## src/rtl/fctl_pkg.sv

```systemverilog
package fctl_pkg;
    localparam int DATA_W   = 8;
    localparam int N_PROT   = 3;
    // guarded-bit slots
    localparam int IDX_RW   = 0;
    localparam int IDX_LOCK = 1;
    localparam int IDX_PWR  = 2;
    // bit positions in register 0
    localparam int B_RDY    = 0;
    localparam int B_RW     = 1;
    localparam int B_LOCK   = 2;
    localparam int B_FRST   = 3;
    localparam int B_AREA   = 5;
    // bit position in register 1
    localparam int B_PWR    = 3;

    typedef struct packed {
        logic primed;
        logic val;
    } arm_t;

    typedef struct packed {
        logic frst;
        logic area;
    } plain_t;
endpackage

```

## src/rtl/fctl_addr_dec.sv

```systemverilog
module fctl_addr_dec #(
    parameter int          ADDR_W = 10,
    parameter logic [ADDR_W-1:0] R0_ADDR = 10'h3B6,
    parameter logic [ADDR_W-1:0] R1_ADDR = 10'h3B7
) (
    input  logic [ADDR_W-1:0] addr,
    input  logic              wr,
    input  logic              rd,
    output logic              wr0,
    output logic              wr1,
    output logic              rd0,
    output logic              rd1,
    output logic              any_acc
);
    logic hit0, hit1;
    always_comb begin
        hit0    = (addr == R0_ADDR);
        hit1    = (addr == R1_ADDR);
        wr0     = wr & hit0;
        wr1     = wr & hit1;
        rd0     = rd & hit0;
        rd1     = rd & hit1;
        any_acc = wr | rd;
    end
endmodule

```

## src/rtl/fctl_arm_bit.sv

```systemverilog
module fctl_arm_bit
    import fctl_pkg::*;
(
    input  logic clk,
    input  logic rst_n,
    input  logic any_acc,
    input  logic hit_wr,
    input  logic wbit,
    input  logic allow,
    input  logic force_clr,
    output logic bit_q
);
    arm_t st_d, st_q;

    always_comb begin
        st_d = st_q;
        // sequence state: re-armed by a 0-write, dropped by any other access
        if (hit_wr && !wbit)
            st_d.primed = 1'b1;
        else if (any_acc)
            st_d.primed = 1'b0;
        // value
        if (force_clr)
            st_d.val = 1'b0;
        else if (hit_wr && !wbit)
            st_d.val = 1'b0;
        else if (hit_wr && wbit && st_q.primed && allow)
            st_d.val = 1'b1;
    end

    always_ff @(posedge clk or negedge rst_n) begin
        if (!rst_n)
            st_q <= '0;
        else
            st_q <= st_d;
    end

    assign bit_q = st_q.val;

    // an unarmed lone 1-write never raises the bit
    a_r3_lone_one: assert property (@(posedge clk) disable iff (!rst_n)
        (hit_wr && wbit && !st_q.primed && !st_q.val) |=> !bit_q);

    // a 0-write clears the bit by the next edge
    a_r6_zero_clears: assert property (@(posedge clk) disable iff (!rst_n)
        (hit_wr && !wbit) |=> !bit_q);
endmodule

```

## src/rtl/fctl_regfile.sv

```systemverilog
module fctl_regfile
    import fctl_pkg::*;
#(
    parameter int ADDR_W = 10,
    parameter logic [ADDR_W-1:0] R0_ADDR = 10'h3B6,
    parameter logic [ADDR_W-1:0] R1_ADDR = 10'h3B7
) (
    input  logic              clk,
    input  logic              rst_n,
    input  logic [ADDR_W-1:0] bus_addr,
    input  logic [DATA_W-1:0] bus_wdata,
    input  logic              bus_wr,
    input  logic              bus_rd,
    output logic [DATA_W-1:0] bus_rdata,
    input  logic              flash_ready,
    input  logic              nmi_level,
    input  logic              boot_mode,
    output logic              rewrite_en,
    output logic              lockbit_off,
    output logic              flash_rst,
    output logic              user_area,
    output logic              power_off
);
    logic wr0, wr1, rd0, rd1, any_acc;
    logic [N_PROT-1:0] p_hit, p_wbit, p_allow, p_force, p_q;
    plain_t pl_d, pl_q;
    logic clr_rw;
    logic [DATA_W-1:0] r0_view, r1_view;
    logic unused_wbits;

    fctl_addr_dec #(.ADDR_W(ADDR_W), .R0_ADDR(R0_ADDR), .R1_ADDR(R1_ADDR)) u_dec (
        .addr(bus_addr), .wr(bus_wr), .rd(bus_rd),
        .wr0(wr0), .wr1(wr1), .rd0(rd0), .rd1(rd1), .any_acc(any_acc)
    );

    assign clr_rw       = wr0 && !bus_wdata[B_RW];
    assign unused_wbits = ^{bus_wdata[7:6], bus_wdata[4], bus_wdata[B_RDY]};

    always_comb begin
        p_hit[IDX_RW]    = wr0;
        p_wbit[IDX_RW]   = bus_wdata[B_RW];
        p_allow[IDX_RW]  = 1'b1;
        p_force[IDX_RW]  = 1'b0;

        p_hit[IDX_LOCK]   = wr0;
        p_wbit[IDX_LOCK]  = bus_wdata[B_LOCK];
        p_allow[IDX_LOCK] = p_q[IDX_RW];
        p_force[IDX_LOCK] = clr_rw;

        p_hit[IDX_PWR]   = wr1;
        p_wbit[IDX_PWR]  = bus_wdata[B_PWR];
        p_allow[IDX_PWR] = nmi_level;
        p_force[IDX_PWR] = 1'b0;
    end

    for (genvar i = 0; i < N_PROT; i++) begin : g_prot
        fctl_arm_bit u_arm (
            .clk(clk), .rst_n(rst_n), .any_acc(any_acc),
            .hit_wr(p_hit[i]), .wbit(p_wbit[i]), .allow(p_allow[i]),
            .force_clr(p_force[i]), .bit_q(p_q[i])
        );
    end

    always_comb begin
        pl_d = pl_q;
        if (clr_rw)
            pl_d.frst = 1'b0;
        else if (wr0 && p_q[IDX_RW])
            pl_d.frst = bus_wdata[B_FRST];
        if (wr0)
            pl_d.area = bus_wdata[B_AREA];
    end

    always_ff @(posedge clk or negedge rst_n) begin
        if (!rst_n)
            pl_q <= '0;
        else
            pl_q <= pl_d;
    end

    always_comb begin
        r0_view         = '0;
        r0_view[B_RDY]  = flash_ready;
        r0_view[B_RW]   = p_q[IDX_RW];
        r0_view[B_LOCK] = p_q[IDX_LOCK];
        r0_view[B_FRST] = pl_q.frst;
        r0_view[B_AREA] = pl_q.area;
        r1_view         = '0;
        r1_view[B_PWR]  = p_q[IDX_PWR];
        if (rd0)
            bus_rdata = r0_view;
        else if (rd1)
            bus_rdata = r1_view;
        else
            bus_rdata = '0;
    end

    assign rewrite_en  = p_q[IDX_RW];
    assign lockbit_off = p_q[IDX_LOCK];
    assign flash_rst   = pl_q.frst;
    assign user_area   = boot_mode ? pl_q.area : 1'b1;
    assign power_off   = p_q[IDX_PWR];

    // dependent controls never stand while rewrite mode is off
    a_r8_dependents_low: assert property (@(posedge clk) disable iff (!rst_n)
        !rewrite_en |-> (!lockbit_off && !flash_rst));

    // lock override rises only after rewrite mode was on
    a_r5_lock_needs_rw: assert property (@(posedge clk) disable iff (!rst_n)
        $rose(lockbit_off) |-> $past(rewrite_en));

    // power-off rises only after a high NMI level
    a_r9_pwr_needs_nmi: assert property (@(posedge clk) disable iff (!rst_n)
        $rose(power_off) |-> $past(nmi_level));

    // no read strobe gives zero read data
    a_r11_idle_rdata: assert property (@(posedge clk) disable iff (!rst_n)
        !bus_rd |-> (bus_rdata == '0));
endmodule

```

## config.mk

```make
export PLATFORM = sky130hd
export DESIGN_NAME = fctl_regfile
export DESIGN_NICKNAME = d
export VERILOG_FILES = /design/src/rtl/fctl_pkg.sv /design/src/rtl/fctl_addr_dec.sv /design/src/rtl/fctl_arm_bit.sv /design/src/rtl/fctl_regfile.sv
export SDC_FILE = /design/constraint.sdc
export NUM_CORES = 1
export LEC_CHECK = 0
export ABC_AREA = 1
export BUFFER_PORTS_ARGS = -buffer_cell sky130_fd_sc_hd__buf_2
export CAP_MARGIN = 20
export CORE_MARGIN = 3
export CORE_UTILIZATION = 30
export CTS_BUF_LIST = sky130_fd_sc_hd__clkbuf_4 sky130_fd_sc_hd__clkbuf_8
export DETAILED_ROUTE_END_ITERATION = 10
export SLEW_MARGIN = 15
export SYNTH_ARGS = -nofsm -noshare
export SYNTH_HDL_FRONTEND = slang
export SYNTH_SLANG_ARGS = --single-unit
```

## constraint.sdc

```tcl
create_clock -name clk -period 1.4 [get_ports clk]
set_input_delay 0.14 -clock clk [delete_from_list [all_inputs] [get_ports clk]]
set_output_delay 0.14 -clock clk [all_outputs]
set_load 0.01 [all_outputs]
```

# Word-level counts from Yosys, hierarchy flattened
# Cells that the tools add are included.
# classes
muxes,16
reduce_logical,22
bitwise,5
eq_ne,2
# op_table
op,count
$eq 10x10->1 const B,2
$mux 1,14
$logic_and 1x1->1,12
$reduce_bool 2->1,6
$mux 8,1
$and 1x1->1,4
$mux 4,1
$logic_not 1->1,3
$reduce_bool 3->1,1
$or 1x1->1,1
# word_totals
regBits,8
wordCells,53
input_bits,25
output_inout_bits,13

# Logic depth before layout (Yosys ltp)
# Gate-level depths: netlist (run 1).
# depth
word_depth,8
mapped_depth,9
ltp_nobuf,9

# Hierarchy
# Synthesis (run 1) repeated with hierarchy kept, for this count alone.
# unflattened
cells_unflattened,89
hier_area_um2,533.0
# modules_own_cells
module,n_inst,area_each_um2,cells_per_inst,seq_area_each_um2
fctl_arm_bit,3,92.6,13,50.0
fctl_regfile,1,168.9,29,50.0
fctl_addr_dec,1,86.3,21,0.0

# Least setup slack after synthesis (run 1)
# OpenSTA, ideal clock, no wires.
# synth_path
path_kind,input port to output port
from,input bus_addr[6]
to,output bus_rdata[3]
n_path_buf,0
setup_slack_ns,0.447
t_required_ns,1.260
arrival_ns,0.813
path_stages,9
path_cell_list,inv_1 -> nand2_1 -> nor2_4 -> nand2_4 -> nor2_8 -> nand2_2 -> nand2_1 -> o21ai_1 -> inv_1
# synth_between
elab_chain_len,4
elab_cells_between_ends,6
classes_between,eq/ne (2); mux (2); bitwise (2)
# synth_lines
element,line,rtl
from (decl),fctl_regfile.sv:10,"input logic [ADDR_W-1:0] bus_addr,"
$eq 10x10->1,fctl_addr_dec.sv:18,hit1 = (addr == R1_ADDR);
$and 1x1->1,fctl_addr_dec.sv:22,rd1 = rd & hit1;
$mux 4,fctl_regfile.sv:92,else if (rd1)
$mux 8 (*),fctl_regfile.sv:90,if (rd0)
to (decl),fctl_regfile.sv:14,"output logic [DATA_W-1:0] bus_rdata,"
# Mark *: on every way between the ends. The rest lies on a longest branch, timed or not.

# Worst setup path in the final report (run 1)
# layout_path
from,input bus_addr[3]
to,output bus_rdata[3]
# Same word-level chain as after synthesis.

==> results of run 1 <==
sequential cells by signal, indices dropped and copies added (netlist names):
name and count:
g_prot.u_arm.bit_q 3, pl_q 1, flash_rst 1, g_prot.u_arm.st_q 3
per-stage QoR:
step                setup slack [ps]  hold WS [ps]  cells   util
finish                           192          99.8    130  0.463
detailed placement               180         0.560    126  0.443
global route                    82.9           105    130  0.463
CTS                              175          89.9    130  0.463
floorplan                        447          -156     76      -
global placement                 179         -4.11    126  0.443
synthesized netlist by cell type:
master	instances	share of area
sky130_fd_sc_hd__nor2_8	1	0.036
sky130_fd_sc_hd__nor2_4	2	0.041
sky130_fd_sc_hd__nand4_1	4	0.045
sky130_fd_sc_hd__buf_4	3	0.041
sky130_fd_sc_hd__buf_2	1	0.0090
sky130_fd_sc_hd__a21boi_1	1	0.014
sky130_fd_sc_hd__dfrtp_1	8	0.36
sky130_fd_sc_hd__nor2_1	6	0.041
sky130_fd_sc_hd__nand2_1	15	0.10
sky130_fd_sc_hd__nor2_2	2	0.023
sky130_fd_sc_hd__nand3_1	3	0.027
sky130_fd_sc_hd__conb_1	1	0.0068
sky130_fd_sc_hd__nand2_2	3	0.034
sky130_fd_sc_hd__o21ai_0	2	0.018
sky130_fd_sc_hd__a21oi_1	3	0.027
sky130_fd_sc_hd__inv_1	13	0.088
sky130_fd_sc_hd__nor3_2	1	0.018
sky130_fd_sc_hd__nand2_4	2	0.041
sky130_fd_sc_hd__o21ai_1	3	0.027
worst register-to-register path, stage by stage (launching register included):
cell	delay, ps
sky130_fd_sc_hd__dfrtp_1	420
sky130_fd_sc_hd__o21ai_1	150
sky130_fd_sc_hd__nand2_1	70
sky130_fd_sc_hd__nand2_1	70
per-layer routing:
metal,track usage,up-vias,routed length [um]
met1,0.133,266,533
met4,0.0284,0,7
met3,0.0459,2,84
li1,-,289,-
met2,0.210,21,655
met5,0,-,0
final cells by class:
cell class                 count  area [sq um]  share of cell area
inverter                      13          48.8              0.0654
timing repair buffer          31           160               0.215
tap                           24          30.0              0.0403
clock buffer                   3          22.5              0.0302
multi-input combinational     51           284               0.381
sequential                     8           200               0.268
how the worst max path moves through the flow:
| stage | end | start | slack (ps) | depth (start not counted) |
|---|---|---|---|---|
| after floorplan | bus_rdata[3] | bus_addr[6] | 450 | 9 |
| after global placement | bus_rdata[3] | bus_addr[3] | 180 | 11 |
| after detailed placement | bus_rdata[3] | bus_addr[3] | 180 | 11 |
| after CTS | bus_rdata[3] | bus_addr[3] | 170 | 11 |
| after global routing | bus_rdata[3] | bus_addr[3] | 80 | 11 |
| final | bus_rdata[3] | bus_addr[3] | 190 | 10 |
power groups by stage:
| stage | Sequential [uW] | Clock (uW) | Combinational (uW) |
|---|---|---|---|
| after floorplan | 240 | 0 | 38.7 |
| final | 235 | 180 | 76.4 |
| after detailed placement | 240 | 0 | 75.2 |
| after global placement | 239 | 0 | 73.7 |
| after global routing | 236 | 196 | 85.5 |
| after CTS | 235 | 185 | 77.4 |
logic make-up (layout without fill, tap and decap cells):
kind of cell | after synthesis | after routing | synth area share
AOI/OAI and AO/OA | 9 | 9 | 0.0860
buffers and inverters | 17 | 47 | 0.138
DFF | 8 | 8 | 0.362
other | 1 | 3 | 0.00678
and+or+nand+nor | 39 | 39 | 0.407
==> flow_summary.rst, run 1 <==
.. list-table::
   :header-rows: 1

   * - Metric
     - Value
   * - Switching power of the nets
     - 128 uW
   * - DR vias/cell
     - 4.45
   * - Internal power of the cells
     - 364 uW
   * - Remaining global-route overflow
     - 0
   * - Register bit total from synthesis
     - 8
   * - Growth of design area from synthesis to finish
     - 34.8%
   * - Final period utilization
     - 0.863
   * - Netlist Area Pre-Place
     - 553 sq um
   * - Port buffer count
     - 30
   * - Final routed DRC violation total
     - 0
   * - Total negative slack
     - 0 ps
   * - First-pass GRT wire length
     - 2250 um
   * - # IOs
     - 38
   * - Antenna cells
     - 0
   * - H-tree Lvls
     - 1
   * - Overall die height
     - 48.9 um
   * - Setup crit start kind
     - primary input
   * - Kind of critical path
     - in2out
   * - Number of cells on the worst reg-to-reg path
     - 3
   * - Switching part of the total
     - 0.261
   * - Number of antenna-violating nets in the routed design
     - 0
   * - Final standard cell area without fillers
     - 746 sq um
   * - Insertion delay of the later-clocked pin in the worst-skew pair
     - 250 ps
   * - Vias in the first global route
     - 523
   * - Vias
     - 578
   * - Hpwl dp
     - 1120 um
   * - Peak fanout along the critical path
     - 6
   * - Die outline area
     - 0.00239 sq mm
   * - Worst vdd ir
     - 0.000470 V
   * - Number of hold violations in the final report
     - 0
   * - First-pass iteration count of the detailed router
     - 2
   * - Average size of a mapped cell
     - 7.47 sq um
   * - Core area
     - 0.00161 sq mm
   * - Pin count of the biggest net entering global routing
     - 9
   * - Clock tree sinks
     - 8
   * - Startpoint of the tightest hold check path
     - bus_wdata[3]
   * - Clock Root Buffer
     - sky130_fd_sc_hd__clkbuf_4
   * - Largest stage delay on the critical path
     - 130 ps
   * - Post-synthesis sequential area ratio
     - 0.362
   * - Final Power
     - 492 uW
   * - Total wire length after detailed routing
     - 1280 um
   * - Start of the worst register-to-register path
     - g_prot[0].u_arm.bit_q
   * - Register-to-register setup slack
     - 640 ps
   * - Data arrival time of the worst path
     - 1070 ps
   * - Max Transition Viols Final
     - 0
   * - Net count of the finished layout
     - 133
   * - Leading cell types in the layout, fill and taps excluded
     - 30 x sky130_fd_sc_hd__buf_2, 15 x sky130_fd_sc_hd__nand2_1, 13 x sky130_fd_sc_hd__inv_1, 8 x sky130_fd_sc_hd__dfrtp_1, 6 x sky130_fd_sc_hd__nor2_1
   * - Buffer and inverter count on the worst path
     - 4
   * - Placement Rows
     - 14
   * - Effective utilization at floorplan
     - 0.343
   * - Synthesized netlist cell count
     - 74
   * - Leak Pwr
     - 0.000464 uW
   * - Number of buffers created by CTS
     - 3
   * - RSZ-0062 raised after global routing
     - false
   * - Crit Reg-Reg Endpoint
     - flash_rst
   * - RD Place Congestion
     - 0.784
   * - Antenna violations before repair
     - 0
   * - Hold Crit Endpoint
     - g_prot[2].u_arm.st_q[1]
   * - Die W
     - 48.9 um
   * - Clock share of power
     - 0.366
   * - Post-cts hold buffer count
     - 1
   * - Clock transition at path regs
     - 60 ps
   * - Instance area after placement
     - 713 sq um
   * - Routed wire length per instance
     - 9.85 um
   * - Number of maximum-capacitance violations
     - 0
   * - Setup skew after layout
     - 2.17 ps
   * - Slowest library cell on the worst path
     - sky130_fd_sc_hd__o21ai_1
   * - Power density over cell area
     - 660 mW/mm^2
   * - Worst hold path depth
     - 2
   * - Number of distinct library cell variants in the gate-level netlist after synthesis
     - 19
   * - DR iter-0 viols
     - 1
   * - Required time at the worst-slack endpoint
     - 1260 ps
   * - Share of post-route cells with drive strength above 1
     - 0.415
   * - Tot GR Track Use
     - 0.119
   * - Number of gates resized after cts
     - 0
   * - Class of the tightest hold or removal check
     - in2reg
   * - Outcome
     - completed
   * - Gate family responsible for the most delay along the worst path
     - simple AND/OR/NAND/NOR gates
   * - Critical path cell sequence
     - buf_2, inv_1, nand2_2, nor2_4, nand2_4, nor2_8, nand2_2, o21ai_1, inv_1, buf_2
   * - Sequential share of power
     - 0.478
   * - Highest clock frequency the design can meet
     - 0.828 GHz
   * - Synth warn
     - 0
   * - Clock tree from TritonCTS
     - done
   * - CTS Buffer Depth
     - 2
   * - Buffers inserted by post-CTS timing repair
     - 0
   * - Final number of setup-violating endpoints
     - 0
   * - Fin crit period
     - 1210 ps
   * - Most common cell after layout, fill and taps aside
     - sky130_fd_sc_hd__buf_2
   * - Fill cell instance count of the final layout
     - 195
   * - Critical Path Sink Type
     - output port
   * - Part of the total power dissipated in combinational logic
     - 0.155
Note: power is estimated with default switching activity, not from simulation.
==> run 2, diff against run 1 <==
- SETUP_SLACK_MARGIN: default -> 0.2
==> flow_summary.rst, run 2 (synthesis gave the netlist of run 1 again) <==
.. list-table::
   :header-rows: 1

   * - Metric
     - Value
   * - Dpl cells
     - 126 (unchanged)
   * - First-pass GRT wire length
     - 2240 um (was 2250 um)
   * - Fill cell instance count of the final layout
     - 181 (was 195)
   * - Routed wire length per instance
     - 10.1 um (was 9.85 um)
   * - Leading cell types in the layout, fill and taps excluded
     - 28 x sky130_fd_sc_hd__buf_2, 13 x sky130_fd_sc_hd__nand2_1, 11 x sky130_fd_sc_hd__inv_1, 8 x sky130_fd_sc_hd__dfrtp_1, 6 x sky130_fd_sc_hd__nor2_1 (was 30 x sky130_fd_sc_hd__buf_2, 15 x sky130_fd_sc_hd__nand2_1, 13 x sky130_fd_sc_hd__inv_1, 8 x sky130_fd_sc_hd__dfrtp_1, 6 x sky130_fd_sc_hd__nor2_1)
   * - Pin count of the biggest net entering global routing
     - 9 (unchanged)
   * - Tot GR Track Use
     - 0.118 (was 0.119)
   * - # IOs
     - 38 (unchanged)
   * - Power density over cell area
     - 624 mW/mm^2 (was 660 mW/mm^2)
   * - Placement Rows
     - 14 (unchanged)
   * - Class of the tightest hold or removal check
     - in2reg (unchanged)
   * - Core area
     - 0.00161 sq mm (unchanged)
   * - Highest clock frequency the design can meet
     - 0.838 GHz (was 0.828 GHz)
   * - Antenna cells
     - 0 (unchanged)
   * - Final period utilization
     - 0.852 (was 0.863)
   * - Net count of the finished layout
     - 136 (was 133)
   * - Effective utilization at floorplan
     - 0.343 (unchanged)
   * - Slowest library cell on the worst path
     - sky130_fd_sc_hd__nor2_4 (was sky130_fd_sc_hd__o21ai_1)
   * - Vias in the first global route
     - 521 (was 523)
   * - Worst vdd ir
     - 0.000485 V (was 0.000470 V)
   * - Data arrival time of the worst path
     - 1050 ps (was 1070 ps)
   * - Number of antenna-violating nets in the routed design
     - 0 (unchanged)
   * - Total wire length after detailed routing
     - 1350 um (was 1280 um)
   * - Clock tree sinks
     - 8 (unchanged)
   * - Leak Pwr
     - 0.000496 uW (was 0.000464 uW)
   * - First-pass iteration count of the detailed router
     - 2 (unchanged)
   * - Insertion delay of the later-clocked pin in the worst-skew pair
     - 260 ps (was 250 ps)
   * - Setup crit start kind
     - primary input (unchanged)
   * - DR vias/cell
     - 4.47 (was 4.45)
   * - Overall die height
     - 48.9 um (unchanged)
   * - Setup skew after layout
     - 6.72 ps (was 2.17 ps)
   * - Clock transition at path regs
     - 60 ps (about the same)
   * - Growth of design area from synthesis to finish
     - 45.9% (was 34.8%)
   * - Remaining global-route overflow
     - 0 (unchanged)
   * - Number of hold violations in the final report
     - 0 (unchanged)
   * - Max Transition Viols Final
     - 0 (unchanged)
   * - Share of post-route cells with drive strength above 1
     - 0.477 (was 0.415)
   * - Final number of setup-violating endpoints
     - 0 (unchanged)
   * - CP most frequent cell
     - sky130_fd_sc_hd__nand2_4
   * - DR iter-0 viols
     - 2 (was 1)
   * - Number of buffers created by CTS
     - 3 (unchanged)
   * - Number of cells in the finished layout apart from fillers
     - 133 (was 130)
   * - Port buffer count
     - 30 (unchanged)
   * - Antenna violations before repair
     - 0 (unchanged)
   * - Critical path cell sequence
     - buf_6, inv_4, nand2_4, nor2_4, nand2_4, nor2_8, nand2_4, o21ai_2, inv_1, buf_2 (was buf_2, inv_1, nand2_2, nor2_4, nand2_4, nor2_8, nand2_2, o21ai_1, inv_1, buf_2)
   * - Outcome
     - completed (unchanged)
   * - Clock Root Buffer
     - sky130_fd_sc_hd__clkbuf_4 (unchanged)
   * - Peak fanout along the critical path
     - 6 (unchanged)
   * - Die outline area
     - 0.00239 sq mm (unchanged)
   * - RSZ-0062 raised after global routing
     - true (was false)
   * - Largest stage delay on the critical path
     - 130 ps (about the same)
   * - Vias
     - 595 (was 578)
   * - Fin crit period
     - 1190 ps (was 1210 ps)
   * - Required time at the worst-slack endpoint
     - 1260 ps (about the same)
   * - Number of maximum-capacitance violations
     - 0 (unchanged)
   * - Total negative slack
     - 0 ps (unchanged)
   * - Critical Path Sink Type
     - output port (unchanged)
   * - Final routed DRC violation total
     - 0 (unchanged)
   * - RD Place Congestion
     - 0.784 (unchanged)
   * - Clock tree from TritonCTS
     - done (unchanged)
   * - CTS Buffer Depth
     - 2 (unchanged)
   * - Die W
     - 48.9 um (unchanged)
   * - Kind of critical path
     - in2out (unchanged)
   * - H-tree Lvls
     - 1 (unchanged)
   * - Hpwl dp
     - 1120 um (unchanged)
   * - Most common cell after layout, fill and taps aside
     - sky130_fd_sc_hd__buf_2 (unchanged)
## run 2: path summary, 6_finish.rpt
| path | startpoint | end | slack [ps] | depth (start not counted) |
|---|---|---|---|---|
| setup / recovery | bus_addr[3] | bus_rdata[3] | 210 | 10 |
| hold / removal | bus_wdata[3] | g_prot[2].u_arm.st_q[1] | 90 | 2 |
| setup reg to reg | g_prot[0].u_arm.bit_q | flash_rst | 630 | 3 |
| hold reg to reg | g_prot[0].u_arm.st_q[1] | g_prot[0].u_arm.st_q[1] | 480 | 2 |
| max in group asynchronous | rst_n | g_prot[1].u_arm.bit_q | 970 | 2 |
| min in group asynchronous | rst_n | g_prot[0].u_arm.st_q[1] | 250 | 2 |
## run 2: through the flow
step           hold WS (ps)  total power (uW)   util  worst slack, ps  cell area (sq um)
4_1_cts                89.9               499  0.469              198                756
3_5_place_dp          0.560               315  0.443              180                713
5_1_grt                 105               527  0.501              135                807
3_3_place_gp          -4.11               313  0.443              179                713
2_1_floorplan          -156               279      -              447                561
6_report               92.9               504  0.501              207                807
## run 2: critical path: cells and delay by family
family | cells | cell delay (ps)
AOI/OAI and AO/OA | 1 | 130
and+or+nand+nor | 5 | 480
buffers and inverters | 4 | 300
## run 2: layout make-up
| type | instances | area, sq um | share of cell area |
|---|---|---|---|
| Inverter | 13 | 51.3 | 0.0636 |
| Sequential cell | 8 | 200 | 0.248 |
| Tap cell | 24 | 30.0 | 0.0372 |
| Multi-Input combinational cell | 51 | 308 | 0.381 |
| Timing Repair Buffer | 34 | 195 | 0.242 |
| Clock buffer | 3 | 22.5 | 0.0279 |
## run 2: power breakdown
group,switching [uW],internal [uW],leakage [uW]
Clock,83.2,98.4,0.0000138
Sequential,1.59,234,0.0000913
Combinational,49.0,37.6,0.000391
## run 2: per-layer routing
metal,share of wire,track usage,up-vias
met1,0.41,0.133,282
met4,0,0.0284,0
li1,-,-,295
met2,0.52,0.208,18
met5,0,0,-
met3,0.063,0.0459,0
## run 2: repair_timing
action | 4_1_cts | 5_1_grt
setup endpoints to repair | 1 | 3
pin swaps | 0 | 8
hold endpoints to repair | 8 | 0
hold buffers | 1 | 0
resized for setup | 2 | 9
setup buffers | 0 | 3
